==> src/rtl/rope_game_pkg.sv <==
package rope_game_pkg;

  localparam int SEG_W = 7;

  typedef enum logic [1:0] {
    WIN_NONE  = 2'b00,
    WIN_LEFT  = 2'b01,
    WIN_RIGHT = 2'b10
  } winner_e;

  localparam logic [SEG_W-1:0] SEG_DASH  = 7'b1000000;
  localparam logic [SEG_W-1:0] SEG_LEFT  = 7'b0111000;
  localparam logic [SEG_W-1:0] SEG_RIGHT = 7'b1010000;

  function automatic logic [SEG_W-1:0] seg_of(winner_e w);
    case (w)
      WIN_LEFT:  return SEG_LEFT;
      WIN_RIGHT: return SEG_RIGHT;
      default:   return SEG_DASH;
    endcase
  endfunction

endpackage

==> src/rtl/press_pulse.sv <==
module press_pulse #(
  parameter int SYNC_STAGES = 2
) (
  input  logic clk,
  input  logic rst_n,
  input  logic raw_i,
  output logic pulse_o
);

  localparam int TOP = SYNC_STAGES - 1;

  logic [SYNC_STAGES-1:0] sync_q, sync_d;
  logic                   prev_q, prev_d;

  always_comb begin
    sync_d = {sync_q[SYNC_STAGES-2:0], raw_i};
    prev_d = sync_q[TOP];
  end

  always_ff @(posedge clk or negedge rst_n) begin
    if (!rst_n) begin
      sync_q <= '0;
      prev_q <= 1'b0;
    end else begin
      sync_q <= sync_d;
      prev_q <= prev_d;
    end
  end

  assign pulse_o = sync_q[TOP] & ~prev_q;

  // a press produces a single-cycle pulse
  assert_pulse_single_R2: assert property (@(posedge clk) disable iff (!rst_n)
    pulse_o |=> !pulse_o);

endmodule

==> src/rtl/lamp_cell.sv <==
module lamp_cell #(
  parameter bit ON_AT_RESET = 1'b0
) (
  input  logic clk,
  input  logic rst_n,
  input  logic step_l,
  input  logic step_r,
  input  logic nb_lower,
  input  logic nb_upper,
  output logic lit_o
);

  logic lit_q, lit_d;

  always_comb begin
    lit_d = lit_q;
    if (step_l)      lit_d = nb_lower;
    else if (step_r) lit_d = nb_upper;
  end

  always_ff @(posedge clk or negedge rst_n) begin
    if (!rst_n) lit_q <= ON_AT_RESET;
    else        lit_q <= lit_d;
  end

  assign lit_o = lit_q;

  // the two step requests never coincide
  assert_step_excl_R4: assert property (@(posedge clk) disable iff (!rst_n)
    !(step_l && step_r));

endmodule

==> src/rtl/victory_unit.sv <==
module victory_unit
  import rope_game_pkg::*;
(
  input  logic             clk,
  input  logic             rst_n,
  input  logic             left_only,
  input  logic             right_only,
  input  logic             end_left_lit,
  input  logic             end_right_lit,
  output logic             freeze_o,
  output logic [SEG_W-1:0] seg_o
);

  winner_e win_q, win_d;
  logic    hit_l, hit_r;

  always_comb begin
    hit_l = (win_q == WIN_NONE) & left_only  & end_left_lit;
    hit_r = (win_q == WIN_NONE) & right_only & end_right_lit;
    win_d = win_q;
    if (hit_l)      win_d = WIN_LEFT;
    else if (hit_r) win_d = WIN_RIGHT;
  end

  always_ff @(posedge clk or negedge rst_n) begin
    if (!rst_n) win_q <= WIN_NONE;
    else        win_q <= win_d;
  end

  assign freeze_o = (win_q != WIN_NONE) | hit_l | hit_r;
  assign seg_o    = seg_of(win_q);

  // a declared winner never changes
  assert_win_latch_R8: assert property (@(posedge clk) disable iff (!rst_n)
    (win_q != WIN_NONE) |=> (win_q == $past(win_q)));

  // no winner without a single-sided press at an end light
  assert_no_win_on_reach_R6: assert property (@(posedge clk) disable iff (!rst_n)
    ((win_q == WIN_NONE) && !(left_only && end_left_lit) && !(right_only && end_right_lit))
      |=> (win_q == WIN_NONE));

endmodule

==> src/rtl/rope_game_top.sv <==
module rope_game_top
  import rope_game_pkg::*;
#(
  parameter int NLAMP       = 9,
  parameter int SYNC_STAGES = 2
) (
  input  logic             clk,
  input  logic             rst_n,
  input  logic             btn_left_raw,
  input  logic             btn_right_raw,
  output logic [NLAMP-1:0] lamp_o,
  output logic [SEG_W-1:0] seg_o
);

  localparam int CENTER = NLAMP / 2;
  localparam int LEND   = NLAMP - 1;

  // asynchronous assert, synchronous release
  logic [1:0] rst_pipe_q;
  logic       rst_i_n;

  always_ff @(posedge clk or negedge rst_n) begin
    if (!rst_n) rst_pipe_q <= 2'b00;
    else        rst_pipe_q <= {rst_pipe_q[0], 1'b1};
  end
  assign rst_i_n = rst_pipe_q[1];

  logic pulse_l, pulse_r;
  logic left_only, right_only;
  logic freeze;
  logic step_l, step_r;
  logic [NLAMP-1:0] lamp;

  press_pulse #(.SYNC_STAGES(SYNC_STAGES)) u_press_l (
    .clk(clk), .rst_n(rst_i_n), .raw_i(btn_left_raw), .pulse_o(pulse_l));

  press_pulse #(.SYNC_STAGES(SYNC_STAGES)) u_press_r (
    .clk(clk), .rst_n(rst_i_n), .raw_i(btn_right_raw), .pulse_o(pulse_r));

  always_comb begin
    left_only  = pulse_l & ~pulse_r;
    right_only = pulse_r & ~pulse_l;
    step_l     = left_only  & ~freeze;
    step_r     = right_only & ~freeze;
  end

  victory_unit u_victory (
    .clk(clk), .rst_n(rst_i_n),
    .left_only(left_only), .right_only(right_only),
    .end_left_lit(lamp[LEND]), .end_right_lit(lamp[0]),
    .freeze_o(freeze), .seg_o(seg_o));

  for (genvar i = 0; i < NLAMP; i++) begin : g_cell
    logic lower_nb, upper_nb;
    if (i == 0) begin : g_rend
      assign lower_nb = 1'b0;
    end else begin : g_rmid
      assign lower_nb = lamp[i-1];
    end
    if (i == LEND) begin : g_lend
      assign upper_nb = 1'b0;
    end else begin : g_lmid
      assign upper_nb = lamp[i+1];
    end
    lamp_cell #(.ON_AT_RESET(i == CENTER)) u_cell (
      .clk(clk), .rst_n(rst_i_n),
      .step_l(step_l), .step_r(step_r),
      .nb_lower(lower_nb), .nb_upper(upper_nb),
      .lit_o(lamp[i]));
  end

  assign lamp_o = lamp;

  // exactly one light lit
  assert_one_lit_R5: assert property (@(posedge clk) disable iff (!rst_i_n)
    $countones(lamp) == 1);

  // a left step shifts the lit light up by one
  assert_move_left_R3: assert property (@(posedge clk) disable iff (!rst_i_n)
    step_l |=> (lamp == ($past(lamp) << 1)));

  // a right step shifts the lit light down by one
  assert_move_right_R3: assert property (@(posedge clk) disable iff (!rst_i_n)
    step_r |=> (lamp == ($past(lamp) >> 1)));

  // simultaneous pulses leave the lights unchanged
  assert_tie_hold_R4: assert property (@(posedge clk) disable iff (!rst_i_n)
    (pulse_l && pulse_r) |=> $stable(lamp));

  // after a win lights and display are frozen
  assert_frozen_R8: assert property (@(posedge clk) disable iff (!rst_i_n)
    (seg_o != SEG_DASH) |=> ($stable(lamp) && $stable(seg_o)));

endmodule

==> config.mk <==
export PLATFORM = sky130hd
export DESIGN_NAME = rope_game_top
export DESIGN_NICKNAME = d
export VERILOG_FILES = /design/src/rtl/rope_game_pkg.sv /design/src/rtl/press_pulse.sv /design/src/rtl/lamp_cell.sv /design/src/rtl/victory_unit.sv /design/src/rtl/rope_game_top.sv
export SDC_FILE = /design/constraint.sdc
export NUM_CORES = 1
export LEC_CHECK = 0
export ABC_AREA = 0
export BUFFER_PORTS_ARGS = -buffer_cell sky130_fd_sc_hd__buf_2
export CAP_MARGIN = 0
export CORE_MARGIN = 5
export CORE_UTILIZATION = 45
export CTS_CLUSTER_SIZE = 14
export DETAILED_ROUTE_END_ITERATION = 12
export GPL_TIMING_DRIVEN = 0
export HOLD_SLACK_MARGIN = 0.06
export PLACE_DENSITY = 0.65
export SLEW_MARGIN = 30
export SYNTH_ARGS = -nofsm -noshare
export SYNTH_HDL_FRONTEND = slang
export SYNTH_HIERARCHICAL = 1
export SYNTH_SLANG_ARGS = --single-unit
==> constraint.sdc <==
create_clock -name clk -period 0.8 [get_ports clk]
set_input_delay 0.04 -clock clk [delete_from_list [all_inputs] [get_ports clk]]
set_output_delay 0.04 -clock clk [all_outputs]
set_load 0.05 [all_outputs]
### Yosys cells after proc, flatten, opt, wreduce, memory -nomap -nowiden

Cells that the tools add are included.

| storage, ports and cells | value |
|---|---|
| flip-flop bits (word level) | 19 |
| logic and storage cells | 59 |

| operators by class | value |
|---|---|
| eq/ne operators | 2 |
| multiplexer cells | 21 |
| bitwise logic cells | 17 |
| reductions and logical operators | 4 |

Operators with widths:

| cell | number |
|---|---|
| $mux 1 | 18 |
| $pmux 7 s2 | 1 |
| $and 1x1->1 | 10 |
| $reduce_bool 2->1 | 3 |
| $not 1->1 | 5 |
| $mux 2 | 2 |
| $eq 2x1->1 const B | 1 |
| $eq 2x2->1 const B | 1 |
| $logic_not 2->1 | 1 |
| $or 1x1->1 | 2 |

### Longest topological paths before layout

Gate-level depths: netlist (run 1).

| depth | value |
|---|---|
| depth after elaboration | 12 |
| mapped depth | 7 |
| mapped depth without buffers | 7 |

### Hierarchy

Netlist (run 1), hierarchy kept.

By module, submodules not included:

| module | instances | cells an instance | area an instance (um2) | sequential area each (um2) |
|---|---|---|---|---|
| lamp_cell at g_cell[0].u_cell ... | 8 | 4 | 43.8 | 25.0 |
| press_pulse | 2 | 4 | 88.8 | 75.1 |
| victory_unit | 1 | 18 | 167.7 | 50.0 |
| rope_game_top | 1 | 17 | 157.7 | 50.0 |
| lamp_cell at g_cell[4].u_cell | 1 | 4 | 45.0 | 26.3 |

### Worst setup path before layout (run 1)

No wires, ideal clock.

| timing | value |
|---|---|
| kind | register to register |
| start point | register u_press_r.prev_q |
| end point | register g_cell[0].u_cell.lit_q |
| arrival | 2.313 ns |
| data required time | 0.627 ns |
| slack | -1.685 ns |
| cell stages (with the launch flop) | 8 |
| path buffers | 0 |
| period minus slack after synthesis | 2.485 ns |
| cell sequence | dfrtp_1 > nor2b_4 > and2b_2 > a22oi_1 > nand2_1 > nor3b_1 > mux2i_1 > o21ai_1 |

| between the ends | value |
|---|---|
| cells in the longest elaborated chain, start to end | 11 |
| elaborated cells on any way between the ends | 16 |
| classes of those cells | mux: 1; bitwise: 14; reduce/logical: 1 |

Ends and longest elaborated chain:

| element | line | source |
|---|---|---|
| start, declared | press_pulse.sv:13 | `logic prev_q, prev_d;` |
| start signal, assigned | press_pulse.sv:26 | `prev_q <= prev_d;` |
| $not 1->1 | press_pulse.sv:30 | `assign pulse_o = sync_q[TOP] & ~prev_q;` |
| $and 1x1->1 | press_pulse.sv:30 |  |
| net pulse_r | rope_game_top.sv:28 | `logic pulse_l, pulse_r;` |
| $not 1->1 | rope_game_top.sv:41 | `left_only = pulse_l & ~pulse_r;` |
| $and 1x1->1 | rope_game_top.sv:41 |  |
| net left_only | rope_game_top.sv:29 | `logic left_only, right_only;` |
| $and 1x1->1 (2 in series) | victory_unit.sv:18 | `hit_l = (win_q == WIN_NONE) & left_only & end_left_lit;` |
| $or 1x1->1 (2 in series) | victory_unit.sv:30 | `assign freeze_o = (win_q != WIN_NONE) \| hit_l \| hit_r;` |
| net freeze | rope_game_top.sv:30 | `logic freeze;` |
| $not 1->1 | rope_game_top.sv:44 | `step_r = right_only & ~freeze;` |
| $and 1x1->1 | rope_game_top.sv:44 |  |
| net step_r | rope_game_top.sv:31 | `logic step_l, step_r;` |
| $reduce_bool 2->1 (no source line) | - |  |
| end signal, assigned | lamp_cell.sv:23 | `else lit_q <= lit_d;` |
| end, declared | lamp_cell.sv:13 | `logic lit_q, lit_d;` |

The timed path passes the listed nets, and every way through them passes these cells.
A chain may end at the register's enable or synchronous reset.

### Final worst setup path (run 1)

| timing | value |
|---|---|
| start point | register u_press_l.prev_q |
| end point | register g_cell[7].u_cell.lit_q |

| between the ends | value |
|---|---|
| cells in the longest elaborated chain, start to end | 10 |
| elaborated cells on any way between the ends | 16 |
| classes of those cells | mux: 1; bitwise: 14; reduce/logical: 1 |

Ends and longest elaborated chain:

| element | line | source |
|---|---|---|
| start, declared | press_pulse.sv:13 |  |
| start signal, assigned | press_pulse.sv:26 |  |
| $not 1->1 | press_pulse.sv:30 |  |
| $and 1x1->1 | press_pulse.sv:30 |  |
| net pulse_l | rope_game_top.sv:28 |  |
| $not 1->1 | rope_game_top.sv:42 | `right_only = pulse_r & ~pulse_l;` |
| $and 1x1->1 | rope_game_top.sv:42 |  |
| net right_only | rope_game_top.sv:29 |  |
| $and 1x1->1 (2 in series) | victory_unit.sv:19 | `hit_r = (win_q == WIN_NONE) & right_only & end_right_lit;` |
| $or 1x1->1 | victory_unit.sv:30 |  |
| net freeze | rope_game_top.sv:30 |  |
| $not 1->1 | rope_game_top.sv:44 |  |
| $and 1x1->1 | rope_game_top.sv:44 |  |
| net step_r | rope_game_top.sv:31 |  |
| $reduce_bool 2->1 (no source line) | - |  |
| end signal, assigned | lamp_cell.sv:23 |  |
| end, declared | lamp_cell.sv:13 |  |

The timed path passes the listed nets, and every way through them passes these cells.

==> results of run 1 <==
[worst register-to-register path, cell delays in order, from the launching register on]
cell,delay [ns]
dfrtp_1,0.42
nor2b_4,0.15
and2b_2,0.25
a22oi_2,0.14
nand2_2,0.10
nor3b_4,0.25
buf_12,0.17
mux2i_1,0.21
o21ai_1,0.09
[synth_stat cells, drive strengths merged]
cell / count / area share
nor2b: 2 / 0.031
inv: 3 / 0.013
o21ai: 9 / 0.050
ha: 3 / 0.042
dfstp: 1 / 0.029
buf: 13 / 0.11
nand2: 10 / 0.042
and2b: 2 / 0.020
nor3b: 2 / 0.017
dfrtp: 18 / 0.50
nand3: 1 / 0.0056
a22oi: 1 / 0.0084
conb: 3 / 0.013
mux2i: 9 / 0.10
a32oi: 1 / 0.0098
a32o: 1 / 0.011
[worst min path at each step]
stage,from,end,depth (start not counted)
2_1_floorplan,rst_n,rst_pipe_q[0],0
3_3_place_gp,rst_n,rst_pipe_q[0],1
3_5_place_dp,rst_n,rst_pipe_q[0],1
4_1_cts,rst_pipe_q[1],g_cell[2].u_cell/lit_o,0
5_1_grt,rst_pipe_q[1],g_cell[2].u_cell/lit_o,0
6_report,rst_pipe_q[1],g_cell[2].u_cell/lit_o,0
[per-layer routing]
layer	share of wire	routed length, µm
met1	0.38	733
met2	0.57	1110
met3	0.037	72
met4	0.012	23
met5	0	0
[cells by family (layout without fill, tap and decap cells)]
kind of cell | after synthesis | in the layout | synth area share
simple gates | 17 | 17 | 0.114
buf+inv | 16 | 59 | 0.121
compound gates | 12 | 12 | 0.0794
flops | 19 | 19 | 0.531
mux | 9 | 9 | 0.100
other cells | 3 | 6 | 0.0125
fa+ha+maj | 3 | 3 | 0.0418
[sequential cells by signal, indices dropped and copies added, names as in the netlist]
| name | cells |
|---|---|
| g_cell.u_cell/lit_o | 9 |
| rst_pipe_q | 2 |
| u_press_l/sync_q | 2 |
| u_press_r/sync_q | 2 |
| u_victory/win_q | 2 |
| u_press_l/prev_q | 1 |
| u_press_r/prev_q | 1 |
[timing repair]
action | in CTS | in global routing
buffers inserted | 17 | 3
pin swaps | 4 | 4
hold buffers | 4 | 0
setup endpoints to repair | 24 | 40
gates resized for setup | 48 | 8
gates cloned | 0 | 0
hold endpoints to repair | 4 | 0
[power groups by stage]
stage / Combinational [mW] / Sequential (mW) / Clock (mW)
after global placement: 0.0787 / 1.02 / 0
after detailed placement: 0.0802 / 1.02 / 0
final: 0.117 / 1.01 / 0.463
after global routing: 0.127 / 1.01 / 0.532
after CTS: 0.111 / 1.01 / 0.480
after floorplan: 0.0694 / 1.02 / 0
[cell type report]
type | count | area share
repair buffers | 39 | 0.274
well taps | 27 | 0.0226
plain buffers | 13 | 0.0877
inverters | 3 | 0.0117
flip-flops and latches | 19 | 0.322
multi-input cells | 47 | 0.265
clock buffers | 4 | 0.0175
[placed cells by master (no fill, tap or decap), drive strengths merged, types with 2 or more instances in the layout]
master	instances
nor3b	2
nor2b	2
o21ai	9
buf	48
and2b	2
mux2i	9
dlygate4sd3	4
conb	6
nand2	10
inv	2
ha	3
clkbuf	4
dfrtp	18
[through the flow]
step                total power [mW]  utilization  setup slack, ns  TNS, ns
floorplan                       1.09            -            -1.12   -10.77
global placement                1.10        0.564            -1.33   -13.23
detailed placement              1.11        0.564            -1.45   -14.28
CTS                             1.60        0.755            -1.03   -13.77
global route                    1.67        0.771            -1.17   -15.53
finish                          1.59        0.771            -1.09   -13.93
==> results.toml, run 1 <==
[setup_path]
crit_path_start_kind = "flip-flop"
cp_max_fo = 8
crit_arrival_ns = 2.07
reg2reg_from = "u_press_l/prev_q"
cpPeakStageDelay_ns = 0.42
critPathRequiredTime_ns = 0.98
rrSetupSlack_ns = -1.09
critPathCapture = "g_cell[7].u_cell/lit_o"
worstPathCellList = "nor2b_4 -> and2b_2 -> a22oi_2 -> nand2_2 -> nor3b_4 -> buf_12 -> mux2i_1 -> o21ai_1"
crit_cells = 8
criticalPathCategory = "flip-flop to flip-flop"
r2r_cells = 8
crit_buf_inv = 1
critical_path.top_delay_family = "simple AND/OR/NAND/NOR gates"
critPathLaunch = "u_press_l/prev_q"
crit_path_end_kind = "flip-flop"
critical_path.slowest_cell = "dfrtp_1"
r2r-end = "g_cell[7].u_cell/lit_o"

[synth]
yosys_warnings = 6
synth.avg_cell_area_um2 = 11.4
synth-seq-cells = 19
synth_cell_types = 16
syn-cell-area_um2 = 898
syn_inst = 79
ys_seq_area_frac = 0.531

[grt]
grt_usage = 0.165
grt_pass1_wl_mm = 3.44
grt_busiest_layer = "met2"
met2_usage = 0.293
grt_pass1_vias = 753
grt_overflow = 0
antenna_found_initial = 0
met3_usage = 0.0245
use_met1 = 0.193
grt_max_degree = 18

[clock_tree]
cts_buffers = 3
cts.path.max_buffers = 2
cts_tree = "yes"
cts_root_buffer = "clkbuf_4"
cts_sinks = 19
clk_pin_slew_ns = 0.11
htreeDepth = 1
clk_latency_ns = 0.29

[layout]
fill_cells = 132
nNetsFinal = 133
drive_gt1_frac = 0.568
final_cell_area_um2 = 1500
multi_input_area_um2 = 397
syn_to_final_growth_pct = 66.7
regArea_um2 = 482
final_cells = 152
antennaDiodeCount = 0

[routing]
drtIter0Drc = 16
routedWlPerCell_um = 12.8
ant_nets = 0
detail_route.vias_per_cell = 4.63
wirelength_mm = 1.94
drc = 0
drt-pass1-iter-count = 4
vias = 704

[placement]
dpl_cell_area_um2 = 1090
gp_congestion = 0.676
placed_cells = 125
io_buffers = 16
dpl.hpwl_mm = 1.08

[pwr]
power_frac_comb = 0.074
p_leak_nw = 0.665
internal-power_mw = 1.23
powerDensity_nw_per_um2 = 1060
p_clk_frac = 0.292
swShare = 0.222
p_sw_uw = 352
seqPwrFrac = 0.634
vdd_drop_max_mv = 1.04

[floorplan]
rows = 16
die_x_um = 54.7
dieArea_um2 = 2990
pin_count = 20
core_area_um2 = 1940
die_y_um = 54.7
start_util = 0.463

[hold_path]
worst_hold_path_type = "flip-flop to asynchronous set/reset pin"

[timing]
hold_violations = 0
rsz0062_at_grt = "true"
finalSetupViolCount = 24
drv_slew = 0
layout_min_cycle_time_ns = 1.89
fmax_ghz = 0.529
fin_skew_ns = 0.00988
holdWs_ns = 0.174
min_period_over_period = 2.36
worst_slack_ns = -1.09

[status]
status = "finished, violations left"
violations = "negative setup slack"

[flow_run]
drv_cap = 0
Note: power is estimated with default switching activity, not from simulation.
==> run 2, diff against run 1 <==
--- a/config.mk
+++ b/config.mk
@@ -14,7 +14,7 @@
 export DETAILED_ROUTE_END_ITERATION = 12
 export GPL_TIMING_DRIVEN = 0
 export HOLD_SLACK_MARGIN = 0.06
-export PLACE_DENSITY = 0.65
+export PLACE_DENSITY = 0.68
 export SLEW_MARGIN = 30
 export SYNTH_ARGS = -nofsm -noshare
 export SYNTH_HDL_FRONTEND = slang
==> constraint.sdc (replaced) <==
create_clock -name clk -period 1.55 [get_ports clk]
set_input_delay 0.0775 -clock clk [delete_from_list [all_inputs] [get_ports clk]]
set_output_delay 0.0775 -clock clk [all_outputs]
set_load 0.05 [all_outputs]
==> run 2 against run 1 <==
Effect of this change: the flow still finishes with violations (negative setup slack); worst hold slack got worse by 0.083 ns; total power fell by 47%; flip-flop and latch count unchanged; sequential power fell by 49%; die area did not move; global-route usage decreased by 3.4 points; non-clock buffer count shrank 10; register-to-register slack improved by 0.77 ns; fmax up 0.97%; cell area is 19% lower; cell count fell by 6.6%; via count fell by 7.8%; critical path type unchanged; largest power group unchanged; highest routed layer unchanged.
==> results.toml, run 2 (synthesis gave the netlist of run 1 again) <==
[routing]
ant_nets = 0
drtIter0Drc = 4
detail_route.vias_per_cell = 4.57
vias = 649
routedWlPerCell_um = 11.0
wirelength_mm = 1.56
drt-pass1-iter-count = 2
drc = 0

[floorplan]
dieArea_um2 = 2990
pin_count = 20
die_y_um = 54.7
rows = 16
die_x_um = 54.7
core_area_um2 = 1940
start_util = 0.463

[setup_path]
critPathRequiredTime_ns = 1.75
critical_path.slowest_cell = "dfrtp_1"
cpPeakStageDelay_ns = 0.41
criticalPathCategory = "flip-flop to flip-flop"
crit_buf_inv = 1
crit_arrival_ns = 2.07
critical_path.top_delay_family = "simple AND/OR/NAND/NOR gates"
rrSetupSlack_ns = -0.32
cp_max_fo = 3
crit_path_start_kind = "flip-flop"
worstPathCellList = "nor2b_4 -> and2b_2 -> a22oi_2 -> nand2_2 -> nor3b_4 -> buf_4 -> mux2i_1 -> o21ai_1"
r2r-end = "g_cell[6].u_cell/lit_o"
r2r_cells = 8
crit_cells = 8
crit_path_end_kind = "flip-flop"
reg2reg_from = "u_press_r/prev_q"

[clock_tree]
cts_sinks = 19
cts_buffers = 3
clk_pin_slew_ns = 0.11
clk_latency_ns = 0.30
cts_tree = "yes"
cts_root_buffer = "clkbuf_4"
cts.path.max_buffers = 2
htreeDepth = 1

[placement]
io_buffers = 16
dpl.hpwl_um = 994
placed_cells = 125
gp_congestion = 0.679

[layout]
largest_register_ffs = 9
syn_to_final_growth_pct = 35.0
fill_cells = 164
nNetsFinal = 123
final_cells = 142
layout_commonest_cell = "buf_4"
drive_gt1_frac = 0.461
antennaDiodeCount = 0
layout_common_cells = "buf_4 (20), dfrtp_1 (18), buf_2 (16)"

[timing]
fmax_ghz = 0.534
finalSetupViolCount = 9
worst_slack_ns = -0.321
fin_skew_ns = 0.00322
layout_min_cycle_time_ns = 1.87
min_period_over_period = 1.21
max-slew-margin-rel = 0.562
holdWs_ns = 0.0907
drv_slew = 0
rsz0062_at_grt = "true"
hold_violations = 0
tns_ns = -2.56
worstMarginPinSlew_ns = 0.657

[grt]
grt_usage = 0.131
grt_overflow = 0
grt_pass1_vias = 626
grt_pass1_wl_mm = 2.75
grt_max_degree = 19
antenna_found_initial = 0

[pwr]
finalPower_uw = 839
powerDensity_nw_per_um2 = 692
vdd_drop_max_mv = 0.474
p_leak_nw = 0.583

[flow_run]
drv_cap = 0

[hold_path]
worst_hold_path_type = "input port to asynchronous set/reset pin"

[status]
status = "finished, violations left"
violations = "negative setup slack"
[run 2: changes by cell type in the layout (fill, tap and decap cells not counted), sizes merged]
cell and delta:
clkbuf -1, buf -9, inv +1, dlygate4sd3 -1
[run 2: timing repair]
item,CTS,global route
gates resized for setup,3,3
buffers inserted,8,2
hold endpoints to repair,4,0
hold buffers,3,0
endpoints found under the setup margin,9,9
pin swaps,3,2
[run 2: worst max path at each step]
stage	start	slack, ns	endpoint
after floorplan	u_press_r/prev_q	-0.37	g_cell[0].u_cell/lit_o
after global placement	u_press_r/prev_q	-0.59	g_cell[5].u_cell/lit_o
after detailed placement	u_press_r/prev_q	-0.63	g_cell[6].u_cell/lit_o
after CTS	u_press_r/prev_q	-0.27	g_cell[6].u_cell/lit_o
after global routing	u_press_l/prev_q	-0.42	g_cell[8].u_cell/lit_o
final	u_press_r/prev_q	-0.32	g_cell[6].u_cell/lit_o
[run 2: per-layer routing]
layer / GRT usage / vias to the layer above / part of all wire
met5: 0 / - / 0
met4: 0.0622 / 0 / 0.013
met3: 0.0245 / 4 / 0.053
met2: 0.224 / 13 / 0.51
met1: 0.155 / 314 / 0.42
li1: - / 318 / -
[run 2: final cells by class]
| class | count | area (µm²) | share of cell area |
|---|---|---|---|
| Timing Repair Buffer | 29 | 205 | 0.169 |
| Clock buffer | 3 | 22.5 | 0.0186 |
| Sequential cell | 19 | 477 | 0.393 |
| Multi-Input combinational cell | 47 | 358 | 0.295 |
| Inverter | 3 | 11.3 | 0.00929 |
| Clock inverter | 1 | 7.51 | 0.00619 |
| Tap cell | 27 | 33.8 | 0.0279 |
| Buffer | 13 | 97.6 | 0.0805 |
[run 2: worst reg2reg max path, cell delays in order, from the launching register on]
cell     delay [ns]
dfrtp_1        0.41
nor2b_4        0.12
and2b_2        0.24
a22oi_2        0.18
nand2_2        0.09
nor3b_4        0.28
buf_4          0.18
mux2i_1        0.21
o21ai_1        0.08
[run 2: through the flow]
stage | utilization | area [µm²] | setup slack (ns)
floorplan | - | 926 | -0.368
global route | 0.624 | 1210 | -0.419
CTS | 0.611 | 1190 | -0.269
global placement | 0.535 | 1040 | -0.589
finish | 0.624 | 1210 | -0.321
detailed placement | 0.535 | 1040 | -0.632
[run 2: where the power goes]
part,internal (mW),total (mW),switching (mW)
Sequential,0.506,0.518,0.0123
Clock,0.0982,0.260,0.162
Combinational,0.0308,0.0603,0.0295
Total,0.635,0.839,0.204
